==> src/rtl/usbphy_pwrseq_pkg.sv <==
package usbphy_pwrseq_pkg;

   typedef enum logic [4:0] {
      S_IDLE, S_CLK, S_IDDQ, S_TPD, S_PREL, S_WAIT1, S_PWR, S_TCA,
      S_SSC, S_CREL, S_WAIT2, S_VBUS, S_WAIT3, S_RMW, S_READY, S_FAULT,
      S_STOP_RST, S_STOP_CLK
   } seq_state_e;

   typedef enum logic [3:0] {
      A_HOLD, A_DEFAULT, A_CLKCFG, A_IDDQ, A_TPD, A_PHYREL, A_PWR,
      A_TCA, A_SSC, A_CTRLREL, A_VBUS, A_STOPRST, A_STOPCLK
   } seq_act_e;

   typedef enum logic [2:0] {
      E_IDLE, E_RD, E_RSET, E_WSET, E_WR, E_FIN
   } rmw_state_e;

   localparam logic [1:0] CR_OK      = 2'b00;
   localparam logic [1:0] CR_TIMEOUT = 2'b01;

   typedef struct packed {
      logic rst_aux_n;
      logic rst_ctrl_n;
      logic rst_u3phy_n;
      logic rst_u2por_n;
      logic u2_iddq;
      logic u3_test_pd;
      logic refsel_pad;
      logic u2ref_gate_en;
      logic xtal_en;
      logic ana_pwr_en;
      logic pcs_stable;
      logic pma_stable;
      logic adapter_en;
      logic ssc_en;
      logic vbus_u3;
      logic vbus_u3_sel;
      logic vbus_u2;
      logic vbus_u2_sel;
   } phy_ctl_t;

   function automatic phy_ctl_t ctl_default();
      phy_ctl_t c;
      c            = '0;
      c.u2_iddq    = 1'b1;
      c.u3_test_pd = 1'b1;
      return c;
   endfunction

endpackage

==> src/rtl/pwrseq_wait_timer.sv <==
module pwrseq_wait_timer #(
   parameter int CYCLES = 100,
   parameter int CNT_W  = $clog2(CYCLES + 1)
) (
   input  logic clk,
   input  logic rst_n,
   input  logic run,
   output logic expired
);
   logic [CNT_W-1:0] cnt;

   assign expired = run && (cnt == CNT_W'(CYCLES - 1));

   always_ff @(posedge clk or negedge rst_n) begin
      if (!rst_n)
         cnt <= '0;
      else if (run && !expired)
         cnt <= cnt + 1'b1;
      else
         cnt <= '0;
   end
endmodule

==> src/rtl/pwrseq_cr_rmw.sv <==
module pwrseq_cr_rmw
   import usbphy_pwrseq_pkg::*;
#(
   parameter int AW        = 16,
   parameter int DW        = 16,
   parameter int ADDR      = 15,
   parameter logic [DW-1:0] SET_MASK = '0,
   parameter int MAX_READS = 3
) (
   input  logic          clk,
   input  logic          rst_n,
   input  logic          go,
   output logic          done,
   output logic          fail,
   output logic          cr_req,
   output logic          cr_we,
   output logic [AW-1:0] cr_addr,
   output logic [DW-1:0] cr_wdata,
   input  logic          cr_ack,
   input  logic [1:0]    cr_status,
   input  logic [DW-1:0] cr_rdata
);
   rmw_state_e    st;
   logic          req_q, we_q, fail_q;
   logic [DW-1:0] wdat_q;
   logic          last_try, try_clr, try_inc;

   assign try_clr = (st == E_IDLE);
   assign try_inc = (st == E_RD) && cr_ack && (cr_status == CR_TIMEOUT);

   generate
      if (MAX_READS > 1) begin : g_retry
         localparam int RW = $clog2(MAX_READS);
         logic [RW-1:0] tries;
         always_ff @(posedge clk or negedge rst_n) begin
            if (!rst_n)
               tries <= '0;
            else if (try_clr)
               tries <= '0;
            else if (try_inc)
               tries <= tries + 1'b1;
         end
         assign last_try = (tries == RW'(MAX_READS - 1));
      end else begin : g_single
         assign last_try = 1'b1;
      end
   endgenerate

   always_ff @(posedge clk or negedge rst_n) begin
      if (!rst_n) begin
         st     <= E_IDLE;
         req_q  <= 1'b0;
         we_q   <= 1'b0;
         fail_q <= 1'b0;
         wdat_q <= '0;
      end else begin
         case (st)
            E_IDLE: if (go) begin
               st     <= E_RD;
               req_q  <= 1'b1;
               we_q   <= 1'b0;
               fail_q <= 1'b0;
            end
            E_RD: if (cr_ack) begin
               req_q <= 1'b0;
               if (cr_status == CR_OK) begin
                  wdat_q <= cr_rdata | SET_MASK;
                  st     <= E_WSET;
               end else if ((cr_status == CR_TIMEOUT) && !last_try) begin
                  st <= E_RSET;
               end else begin
                  fail_q <= 1'b1;
                  st     <= E_FIN;
               end
            end
            E_RSET: begin
               req_q <= 1'b1;
               st    <= E_RD;
            end
            E_WSET: begin
               req_q <= 1'b1;
               we_q  <= 1'b1;
               st    <= E_WR;
            end
            E_WR: if (cr_ack) begin
               req_q  <= 1'b0;
               we_q   <= 1'b0;
               fail_q <= (cr_status != CR_OK);
               st     <= E_FIN;
            end
            E_FIN: if (!go) st <= E_IDLE;
            default: st <= E_IDLE;
         endcase
      end
   end

   assign done     = (st == E_FIN);
   assign fail     = fail_q;
   assign cr_req   = req_q;
   assign cr_we    = we_q;
   assign cr_addr  = AW'(ADDR);
   assign cr_wdata = wdat_q;
endmodule

==> src/rtl/pwrseq_ctl_regs.sv <==
module pwrseq_ctl_regs
   import usbphy_pwrseq_pkg::*;
(
   input  logic     clk,
   input  logic     rst_n,
   input  seq_act_e act,
   input  logic     pad_sel,
   output phy_ctl_t ctl
);
   always_ff @(posedge clk or negedge rst_n) begin
      if (!rst_n) begin
         ctl <= ctl_default();
      end else begin
         case (act)
            A_DEFAULT: ctl <= ctl_default();
            A_CLKCFG: begin
               if (pad_sel) begin
                  ctl.refsel_pad    <= 1'b1;
                  ctl.u2ref_gate_en <= 1'b1;
               end else begin
                  ctl.refsel_pad <= 1'b0;
                  ctl.xtal_en    <= 1'b1;
               end
            end
            A_IDDQ:   ctl.u2_iddq    <= 1'b0;
            A_TPD:    ctl.u3_test_pd <= 1'b0;
            A_PHYREL: begin
               ctl.rst_u3phy_n <= 1'b1;
               ctl.rst_u2por_n <= 1'b1;
            end
            A_PWR: begin
               ctl.ana_pwr_en <= 1'b1;
               ctl.pcs_stable <= 1'b1;
               ctl.pma_stable <= 1'b1;
            end
            A_TCA:    ctl.adapter_en <= 1'b1;
            A_SSC:    ctl.ssc_en     <= 1'b1;
            A_CTRLREL: begin
               ctl.rst_aux_n  <= 1'b1;
               ctl.rst_ctrl_n <= 1'b1;
            end
            A_VBUS: begin
               ctl.vbus_u3     <= 1'b1;
               ctl.vbus_u3_sel <= 1'b1;
               ctl.vbus_u2     <= 1'b1;
               ctl.vbus_u2_sel <= 1'b1;
            end
            A_STOPRST: begin
               ctl.rst_u3phy_n <= 1'b0;
               ctl.rst_u2por_n <= 1'b0;
            end
            A_STOPCLK: begin
               if (pad_sel) ctl.u2ref_gate_en <= 1'b0;
               else         ctl.xtal_en       <= 1'b0;
            end
            default: ;
         endcase
      end
   end
endmodule

==> src/rtl/usbphy_pwrseq.sv <==
module usbphy_pwrseq
   import usbphy_pwrseq_pkg::*;
#(
   parameter int CLK_PER_US   = 250,
   parameter int WAIT_US      = 100,
   parameter int CR_AW        = 16,
   parameter int CR_DW        = 16,
   parameter int BOOST_ADDR   = 15,
   parameter int BOOST_LSB    = 6,
   parameter int BOOST_W      = 3,
   parameter int BOOST_LVL    = 5,
   parameter int BOOST_EN_BIT = 9,
   parameter int MAX_READS    = 3
) (
   input  logic             clk,
   input  logic             rst_n,
   input  logic             start_req,
   input  logic             stop_req,
   input  logic             pad_clk_sel,
   output logic             rst_aux_n,
   output logic             rst_ctrl_n,
   output logic             rst_u3phy_n,
   output logic             rst_u2por_n,
   output logic             u2_iddq,
   output logic             u3_test_pd,
   output logic             refsel_pad,
   output logic             u2ref_gate_en,
   output logic             xtal_en,
   output logic             ana_pwr_en,
   output logic             pcs_stable,
   output logic             pma_stable,
   output logic             adapter_en,
   output logic             ssc_en,
   output logic             vbus_u3,
   output logic             vbus_u3_sel,
   output logic             vbus_u2,
   output logic             vbus_u2_sel,
   output logic             cr_req,
   output logic             cr_we,
   output logic [CR_AW-1:0] cr_addr,
   output logic [CR_DW-1:0] cr_wdata,
   input  logic             cr_ack,
   input  logic [1:0]       cr_status,
   input  logic [CR_DW-1:0] cr_rdata,
   output logic             busy,
   output logic             ready,
   output logic             err
);
   localparam int WAIT_CYC = CLK_PER_US * WAIT_US;
   localparam int TMR_W    = $clog2(WAIT_CYC + 1);
   localparam logic [CR_DW-1:0] SET_MASK =
      (CR_DW'(1) << BOOST_EN_BIT) | (CR_DW'(BOOST_LVL) << BOOST_LSB);

   generate
      if (WAIT_CYC < 1) begin : g_bad_wait
         $error("wait must be at least one clock");
      end
      if (MAX_READS < 1) begin : g_bad_reads
         $error("at least one read attempt is needed");
      end
      if (BOOST_LSB + BOOST_W > CR_DW || BOOST_EN_BIT >= CR_DW) begin : g_bad_field
         $error("boost field exceeds the data width");
      end
      if (BOOST_LVL >= (1 << BOOST_W) || BOOST_LVL < 0) begin : g_bad_lvl
         $error("boost level does not fit its field");
      end
      if (CR_AW > 30 || BOOST_ADDR >= (1 << CR_AW)) begin : g_bad_addr
         $error("boost register address does not fit the address width");
      end
   endgenerate

   seq_state_e st, nxt;
   seq_act_e   act;
   phy_ctl_t   ctl;
   logic       idle_like, tmr_run, tmr_exp, rmw_go, rmw_done, rmw_fail;
   logic       err_q;

   assign idle_like = (st == S_IDLE) || (st == S_READY) || (st == S_FAULT);
   assign tmr_run   = (st == S_WAIT1) || (st == S_WAIT2) || (st == S_WAIT3);
   assign rmw_go    = (st == S_RMW);

   always_comb begin
      nxt = st;
      act = A_HOLD;
      case (st)
         S_IDLE, S_READY, S_FAULT: begin
            if (start_req) begin
               act = A_DEFAULT;
               nxt = S_CLK;
            end else if (stop_req) begin
               act = A_STOPRST;
               nxt = S_STOP_CLK;
            end
         end
         S_CLK:   begin act = A_CLKCFG;  nxt = S_IDDQ; end
         S_IDDQ:  begin act = A_IDDQ;    nxt = S_TPD;  end
         S_TPD:   begin act = A_TPD;     nxt = S_PREL; end
         S_PREL:  begin act = A_PHYREL;  nxt = S_WAIT1; end
         S_WAIT1: if (tmr_exp) nxt = S_PWR;
         S_PWR:   begin act = A_PWR;     nxt = S_TCA;  end
         S_TCA:   begin act = A_TCA;     nxt = S_SSC;  end
         S_SSC:   begin act = A_SSC;     nxt = S_CREL; end
         S_CREL:  begin act = A_CTRLREL; nxt = S_WAIT2; end
         S_WAIT2: if (tmr_exp) nxt = S_VBUS;
         S_VBUS:  begin act = A_VBUS;    nxt = S_WAIT3; end
         S_WAIT3: if (tmr_exp) nxt = S_RMW;
         S_RMW:   if (rmw_done) nxt = rmw_fail ? S_FAULT : S_READY;
         S_STOP_CLK: begin act = A_STOPCLK; nxt = S_IDLE; end
         default: nxt = S_IDLE;
      endcase
   end

   always_ff @(posedge clk or negedge rst_n) begin
      if (!rst_n) begin
         st    <= S_IDLE;
         err_q <= 1'b0;
      end else begin
         st <= nxt;
         if (idle_like && start_req)
            err_q <= 1'b0;
         else if (rmw_go && rmw_done && rmw_fail)
            err_q <= 1'b1;
      end
   end

   pwrseq_wait_timer #(.CYCLES(WAIT_CYC), .CNT_W(TMR_W)) u_timer (
      .clk     (clk),
      .rst_n   (rst_n),
      .run     (tmr_run),
      .expired (tmr_exp)
   );

   pwrseq_ctl_regs u_regs (
      .clk     (clk),
      .rst_n   (rst_n),
      .act     (act),
      .pad_sel (pad_clk_sel),
      .ctl     (ctl)
   );

   pwrseq_cr_rmw #(
      .AW        (CR_AW),
      .DW        (CR_DW),
      .ADDR      (BOOST_ADDR),
      .SET_MASK  (SET_MASK),
      .MAX_READS (MAX_READS)
   ) u_rmw (
      .clk       (clk),
      .rst_n     (rst_n),
      .go        (rmw_go),
      .done      (rmw_done),
      .fail      (rmw_fail),
      .cr_req    (cr_req),
      .cr_we     (cr_we),
      .cr_addr   (cr_addr),
      .cr_wdata  (cr_wdata),
      .cr_ack    (cr_ack),
      .cr_status (cr_status),
      .cr_rdata  (cr_rdata)
   );

   assign rst_aux_n     = ctl.rst_aux_n;
   assign rst_ctrl_n    = ctl.rst_ctrl_n;
   assign rst_u3phy_n   = ctl.rst_u3phy_n;
   assign rst_u2por_n   = ctl.rst_u2por_n;
   assign u2_iddq       = ctl.u2_iddq;
   assign u3_test_pd    = ctl.u3_test_pd;
   assign refsel_pad    = ctl.refsel_pad;
   assign u2ref_gate_en = ctl.u2ref_gate_en;
   assign xtal_en       = ctl.xtal_en;
   assign ana_pwr_en    = ctl.ana_pwr_en;
   assign pcs_stable    = ctl.pcs_stable;
   assign pma_stable    = ctl.pma_stable;
   assign adapter_en    = ctl.adapter_en;
   assign ssc_en        = ctl.ssc_en;
   assign vbus_u3       = ctl.vbus_u3;
   assign vbus_u3_sel   = ctl.vbus_u3_sel;
   assign vbus_u2       = ctl.vbus_u2;
   assign vbus_u2_sel   = ctl.vbus_u2_sel;
   assign busy          = !idle_like;
   assign ready         = (st == S_READY);
   assign err           = err_q;
endmodule

==> config.mk <==
export PLATFORM = sky130hd
export DESIGN_NAME = usbphy_pwrseq
export DESIGN_NICKNAME = d
export VERILOG_FILES = /design/src/rtl/usbphy_pwrseq_pkg.sv /design/src/rtl/pwrseq_wait_timer.sv /design/src/rtl/pwrseq_cr_rmw.sv /design/src/rtl/pwrseq_ctl_regs.sv /design/src/rtl/usbphy_pwrseq.sv
export SDC_FILE = /design/constraint.sdc
export NUM_CORES = 1
export LEC_CHECK = 0
export ABC_AREA = 1
export ABC_CLOCK_PERIOD_IN_PS = 2760
export BUFFER_PORTS_ARGS = -buffer_cell sky130_fd_sc_hd__buf_2
export CAP_MARGIN = 20
export CORE_MARGIN = 3
export CORE_UTILIZATION = 30
export CTS_CLUSTER_SIZE = 10
export DETAILED_ROUTE_END_ITERATION = 6
export GPL_ROUTABILITY_DRIVEN = 1
export GPL_TIMING_DRIVEN = 0
export REMOVE_ABC_BUFFERS = 1
export SYNTH_ARGS = -nofsm -noshare
export SYNTH_HDL_FRONTEND = slang
export SYNTH_SLANG_ARGS = --single-unit
==> constraint.sdc <==
create_clock -name clk -period 2.76 [get_ports clk]
set_clock_uncertainty 0.15 [all_clocks]
set_input_delay 0.414 -clock clk [delete_from_list [all_inputs] [get_ports clk]]
set_output_delay 0.414 -clock clk [all_outputs]
set_load 0.01 [all_outputs]
Word-level counts from Yosys, hierarchy flattened. Cells that the tools add are included. W data, S select, Z words.

Add/subtract/negate cells: 2. Multiplexer cells: 48. Reductions and logical operators: 46. Eq/ne operators: 52.

Operator list (count): $pmux W5 S14 (1); $pmux W4 S11 (1); $eq A5 B4 Y1 const B (8); $mux W5 (6); $reduce_bool A2 Y1 (12); $eq A4 B4 Y1 const B (5); $eq A5 B3 Y1 const B (4); $ne A2 B2 Y1 const B (10); $mux W3 (6); $pmux W3 S6 (1); $eq A4 B3 Y1 const B (4); $add A15 B1 Y15 const B (1); $eq A15 B15 Y1 const B (1); $mux W1 (15); $mux W15 (1); $reduce_and A3 Y1 (5); $reduce_bool A3 Y1 (4); $eq A5 B2 Y1 const B (2); $ne A2 B1 Y1 const B (5); $pmux W1 S2 (5); $pmux W1 S3 (3); $eq A4 B2 Y1 const B (2); $logic_and A1 B1 Y1 (8); $mux W4 (2); other kinds (25) (36).

Flip-flop bits (word level): 63. Output and inout bits: 55. Word-level logic and storage cells: 175.

Depth between registers and ports, before layout.
Depth after elaboration: 7. Gate-level depth with buffers: 11.

By module. From an unflattened synthesis, not the netlist that was laid out.

Cell total of the unflattened synthesis: 449. Area, all modules: 3380.7 µm².

By module, submodules not included: pwrseq_cr_rmw (cells each 153, area an instance 1255.0 µm², seq. area each 550.5 µm², instances 1); pwrseq_wait_timer (cells each 126, area an instance 909.6 µm², seq. area each 375.4 µm², instances 1); usbphy_pwrseq (cells each 100, area an instance 648.1 µm², seq. area each 150.1 µm², instances 1); pwrseq_ctl_regs (cells each 70, area an instance 568.0 µm², seq. area each 277.8 µm², instances 1).

Worst setup path after synthesis. No wires, ideal clock.

Path type: register to output. Start point: reg st[1]. End point: out busy. Arrival: 1.023 ns. Stages on the path, launching flop included: 6. Setup slack: 1.173 ns. Required time: 2.196 ns. Cell sequence: dfrtp_1 > buf_4 > nor2_2 > nand2_1 > a21oi_4 > inv_1.

Word-level cells in the longest chain between the ends: 4. Elaborated cells between the ends (all ways): 6.

Ends and longest elaborated chain: start: declaration (line usbphy_pwrseq.sv:72) `seq_state_e st, nxt;`; start signal: assignment (line usbphy_pwrseq.sv:118) `st <= nxt;`; $eq A5 B4 Y1 or $logic_not A5 Y1 (tied branches) (line usbphy_pwrseq.sv:78) `assign idle_like = (st == S_IDLE) || (st == S_READY) || (st == S_FAULT);`; $logic_or A1 B1 Y1 (line usbphy_pwrseq.sv:78); $logic_or A1 B1 Y1 (*) (line usbphy_pwrseq.sv:78); $logic_not A1 Y1 (*) (line usbphy_pwrseq.sv:180) `assign busy = !idle_like;`; end: declaration (line usbphy_pwrseq.sv:45) `output logic busy,`.

Every way passes the cells marked *; elsewhere a longest branch is shown, timed or not.

Worst setup path in the final report. Ends and elaborated chain as after synthesis.

==> impl_metrics.csv <==
group,metric,value,unit
synth,syn_avg_cell_area,8.10,um^2
clock_network,clock_path_buffers,2,
drt,drcViolationCount,0,
floorplanning,dieHeight,107,um
timing,slew_violations,0,
grt,overflow,0,
place,dp_hpwl,4700,um
timing,setup_viol,0,
clock_network,cts_max_level,2,
drt,drtIter0Drc,116,
power_and_ir_drop,p_comb_share,44.4,%
drt,viasPerCell,4.41,
timing,rsz0062_at_grt,"false",
critical_path,critPathRequiredTime,2.20,ns
power_and_ir_drop,pwr_density_cell,896,nW/um^2
critical_path,crit_buf_inv,2,
power_and_ir_drop,leakagePower,1.76,nW
grt,track_usage,10.9,%
power_and_ir_drop,power,3.07,mW
place,pre_cts_ws,0.801,ns
drt,first_pass_iters,4,
clock_network,cts-root-buf,"clkbuf_8",
drt,routedWlPerCell,10.8,um
run,maxCapViolCount,0,
critical_path,critical_path.max_fanout,8,
drt,wirelength,6070,um
synth,ys_types,34,
power_and_ir_drop,switching_share,42.4,%
synth,ys_warn_count,0,
critical_path,cp_slowest_cell,"dfrtp_1",
floorplanning,core-area,9820,um^2
power_and_ir_drop,switchingPower,1.30,mW
critical_path,critical-path-top-delay-family,"flip-flops",
clock_network,cts.clk_slew.worst_paths,0.11,ns
finish,syn_to_final_growth,12.8,%
floorplanning,start_util,30.9,%
critical_path,critPathLaunchType,"flop",
synth,synth_area_leader_cell,"dfrtp_1",
floorplanning,dieWidth,107,um
power_and_ir_drop,ir_worst_vdd,385,uV
timing,min_period_over_period,79.7,%
worst_hold_path,hold_path_class,"in2reg",
timing,final-hold-violation-count,0,
synth,synth-seq-cells,54,
power_and_ir_drop,clkPwrFrac,14.4,%
critical_path,critPathMaxStageDelay,0.51,ns
synth,synthTopCellsByArea,"dfrtp_1 (43%), nand2_1 (10%), buf_4 (6.9%), nor2_1 (5.8%), inv_1 (5.3%)",
clock_network,cts_resized,0,
grt,grt_pass1_wl,10400,um
finish,drive_above_1_share,23.7,%
run_status,status,"complete, no violations",
power_and_ir_drop,intPower,1.77,mW
place,portBuffers,59,
critical_path,crit_arrival,1.64,ns
power_and_ir_drop,p_seq_share,41.2,%
synth,yosysTopAreaCellShare,42.8,%
clock_network,cts_tree,"yes",
critical_path,worstSetupPathType,"reg2out",
critical_path,cp_cell_sequence,"nor2_2, nand2_1, a21oi_4, inv_1, buf_2",
place,gp_congestion,0.828,
timing,fin_ws,0.561,ns
timing,setup_tns,0,ns
place,dpl_cell_area,3330,um^2
grt,grt_max_degree,40,
clock_network,cts.sinks,54,
drt,drtAntennaViolNets,0,
clock_network,cts_made_buffers,5,
finish,antennaDiodeCount,0,
timing,fmax,455,MHz
critical_path,crit_path_end_kind,"primary output",
finish,fin_area,3430,um^2
timing,fin_crit,2.20,ns
synth,syn_inst,375,
clock_network,clk_latency,0.30,ns
drt,vias,2472,
floorplanning,rows,36,
floorplanning,fp.dieArea,11400,um^2
grt,antenna_found_initial,0,
synth,ys_seq_area_share,44.6,%
synth,synth_area,3040,um^2
floorplanning,pin_count,79,
finish,nNetsFinal,452,
grt,grt_pass1_vias,2302,
place,dpl.cell_count,551,
finish,instances_no_fill,560,
layout by cell type, fill, tap and decap left out, drive strengths merged:
cell and n:
a22o 1, o21ai 20, clkinv 4, xor2 3, nand4 7, o211ai 3, dfrtp 52, nand3 32
buf 60, nor3 11, nand2 85, xnor2 1, a21oi 7, nor3b 1, dlygate4sd3 1, o21bai 1
clkbuf 5, nor2 52, inv 46, mux2 13, dfstp 2, conb 16, o21a 1, nand3b 1
ha 2
layout make-up:
type	instances	area, um^2
flip-flops and latches	54	1350
clock inverters	3	18.8
fillers	1048	6390
well taps	133	166
inverters	47	178
repair buffers	61	325
clock buffers	5	68.8
multi-input cells	257	1320
through the flow:
step	utilization, %	hold WS (ns)
2_1_floorplan	-	-0.0316
3_3_place_gp	33.7	0.296
6_report	34.9	0.189
4_1_cts	34.9	0.174
3_5_place_dp	33.9	0.217
5_1_grt	34.9	0.169
routing by layer:
layer | track usage [%] | vias up | part of all wire [%]
met2 | 17.4 | 73 | 45
met5 | 0 | - | 0
li1 | - | 1254 | -
met1 | 15.6 | 1143 | 48
met3 | 2.05 | 2 | 6.1
met4 | 2.19 | 0 | 0.54
sequential cells by signal, indices dropped and copies added (netlist names):
signal               flops
u_rmw.fail               1
u_rmw.g_retry.tries      2
u_timer.cnt             15
u_rmw.cr_req             1
u_rmw.cr_wdata          14
u_rmw.cr_we              1
u_rmw.st                 3
u_regs.ctl              11
err                      1
st                       5
power groups by stage:
stage	registers, mW	clock network [mW]	logic, mW
global route	1.30	0.505	1.55
finish	1.26	0.443	1.36
global placement	1.27	0	1.34
floorplan	1.36	0	0.816
CTS	1.26	0.475	1.38
detailed placement	1.28	0	1.37
cells in the mapped netlist:
| cell | n |
|---|---|
| a21oi_1 | 6 |
| a21oi_4 | 1 |
| a22o_1 | 1 |
| buf_4 | 28 |
| buf_6 | 3 |
| clkinv_1 | 1 |
| clkinv_2 | 1 |
| conb_1 | 2 |
| dfrtp_1 | 52 |
| dfstp_2 | 2 |
| ha_1 | 2 |
| inv_1 | 43 |
| inv_2 | 2 |
| mux2_2 | 13 |
| nand2_1 | 83 |
| nand2_2 | 1 |
| nand2_4 | 1 |
| nand3_1 | 26 |
| nand3_2 | 6 |
| nand3b_1 | 1 |
| nand4_1 | 7 |
| nor2_1 | 47 |
| nor2_2 | 3 |
| nor2_4 | 2 |
| nor3_1 | 10 |
| nor3_2 | 1 |
| nor3b_1 | 1 |
| o211ai_1 | 3 |
| o21a_1 | 1 |
| o21ai_0 | 18 |
| o21ai_1 | 2 |
| o21bai_1 | 1 |
| xnor2_1 | 1 |
| xor2_1 | 3 |
logic make-up after synthesis:
group / share of synthesized area, %
xor+xnor: 1.15
buf+inv: 13.9
other cells: 0.247
simple gates: 28.2
mux: 4.82
flops: 44.6
compound gates: 6.34
fa+ha+maj: 0.824
worst reg2reg max path, cell delays in order (launching register included):
cell,delay (ns)
dfrtp_1,0.60
clkinv_2,0.22
nand2_1,0.10
nor2_1,0.07
nand2_1,0.14
nand3_2,0.13
nand2_4,0.21
nand3_2,0.14
nand2_1,0.08
nand2_1,0.05
final timing paths:
kind	start	to	slack (ns)	cells after the start
worst max-delay path	st[1]$_DFFE_PN0P_	busy	0.56	5
worst min-delay path	cr_rdata[0]	u_rmw.cr_wdata[0]$_DFFE_PN0P_	0.19	2
worst max register to register	st[4]$_DFFE_PN0P_	st[3]$_DFFE_PN0P_	0.76	9
worst min register to register	u_regs.ctl[13]$_DFFE_PN1P_	u_regs.ctl[13]$_DFFE_PN1P_	0.31	2
max in group asynchronous	rst_n	u_regs.ctl[13]$_DFFE_PN1P_	1.48	3
min in group asynchronous	rst_n	u_regs.ctl[10]$_DFFE_PN0P_	0.40	2
what timing repair did:
action                    in CTS  in global routing
hold endpoints to repair      14                  0
hold buffers                   1                  0
buffers inserted               0                  0
Note: power is estimated with default switching activity, not from simulation.
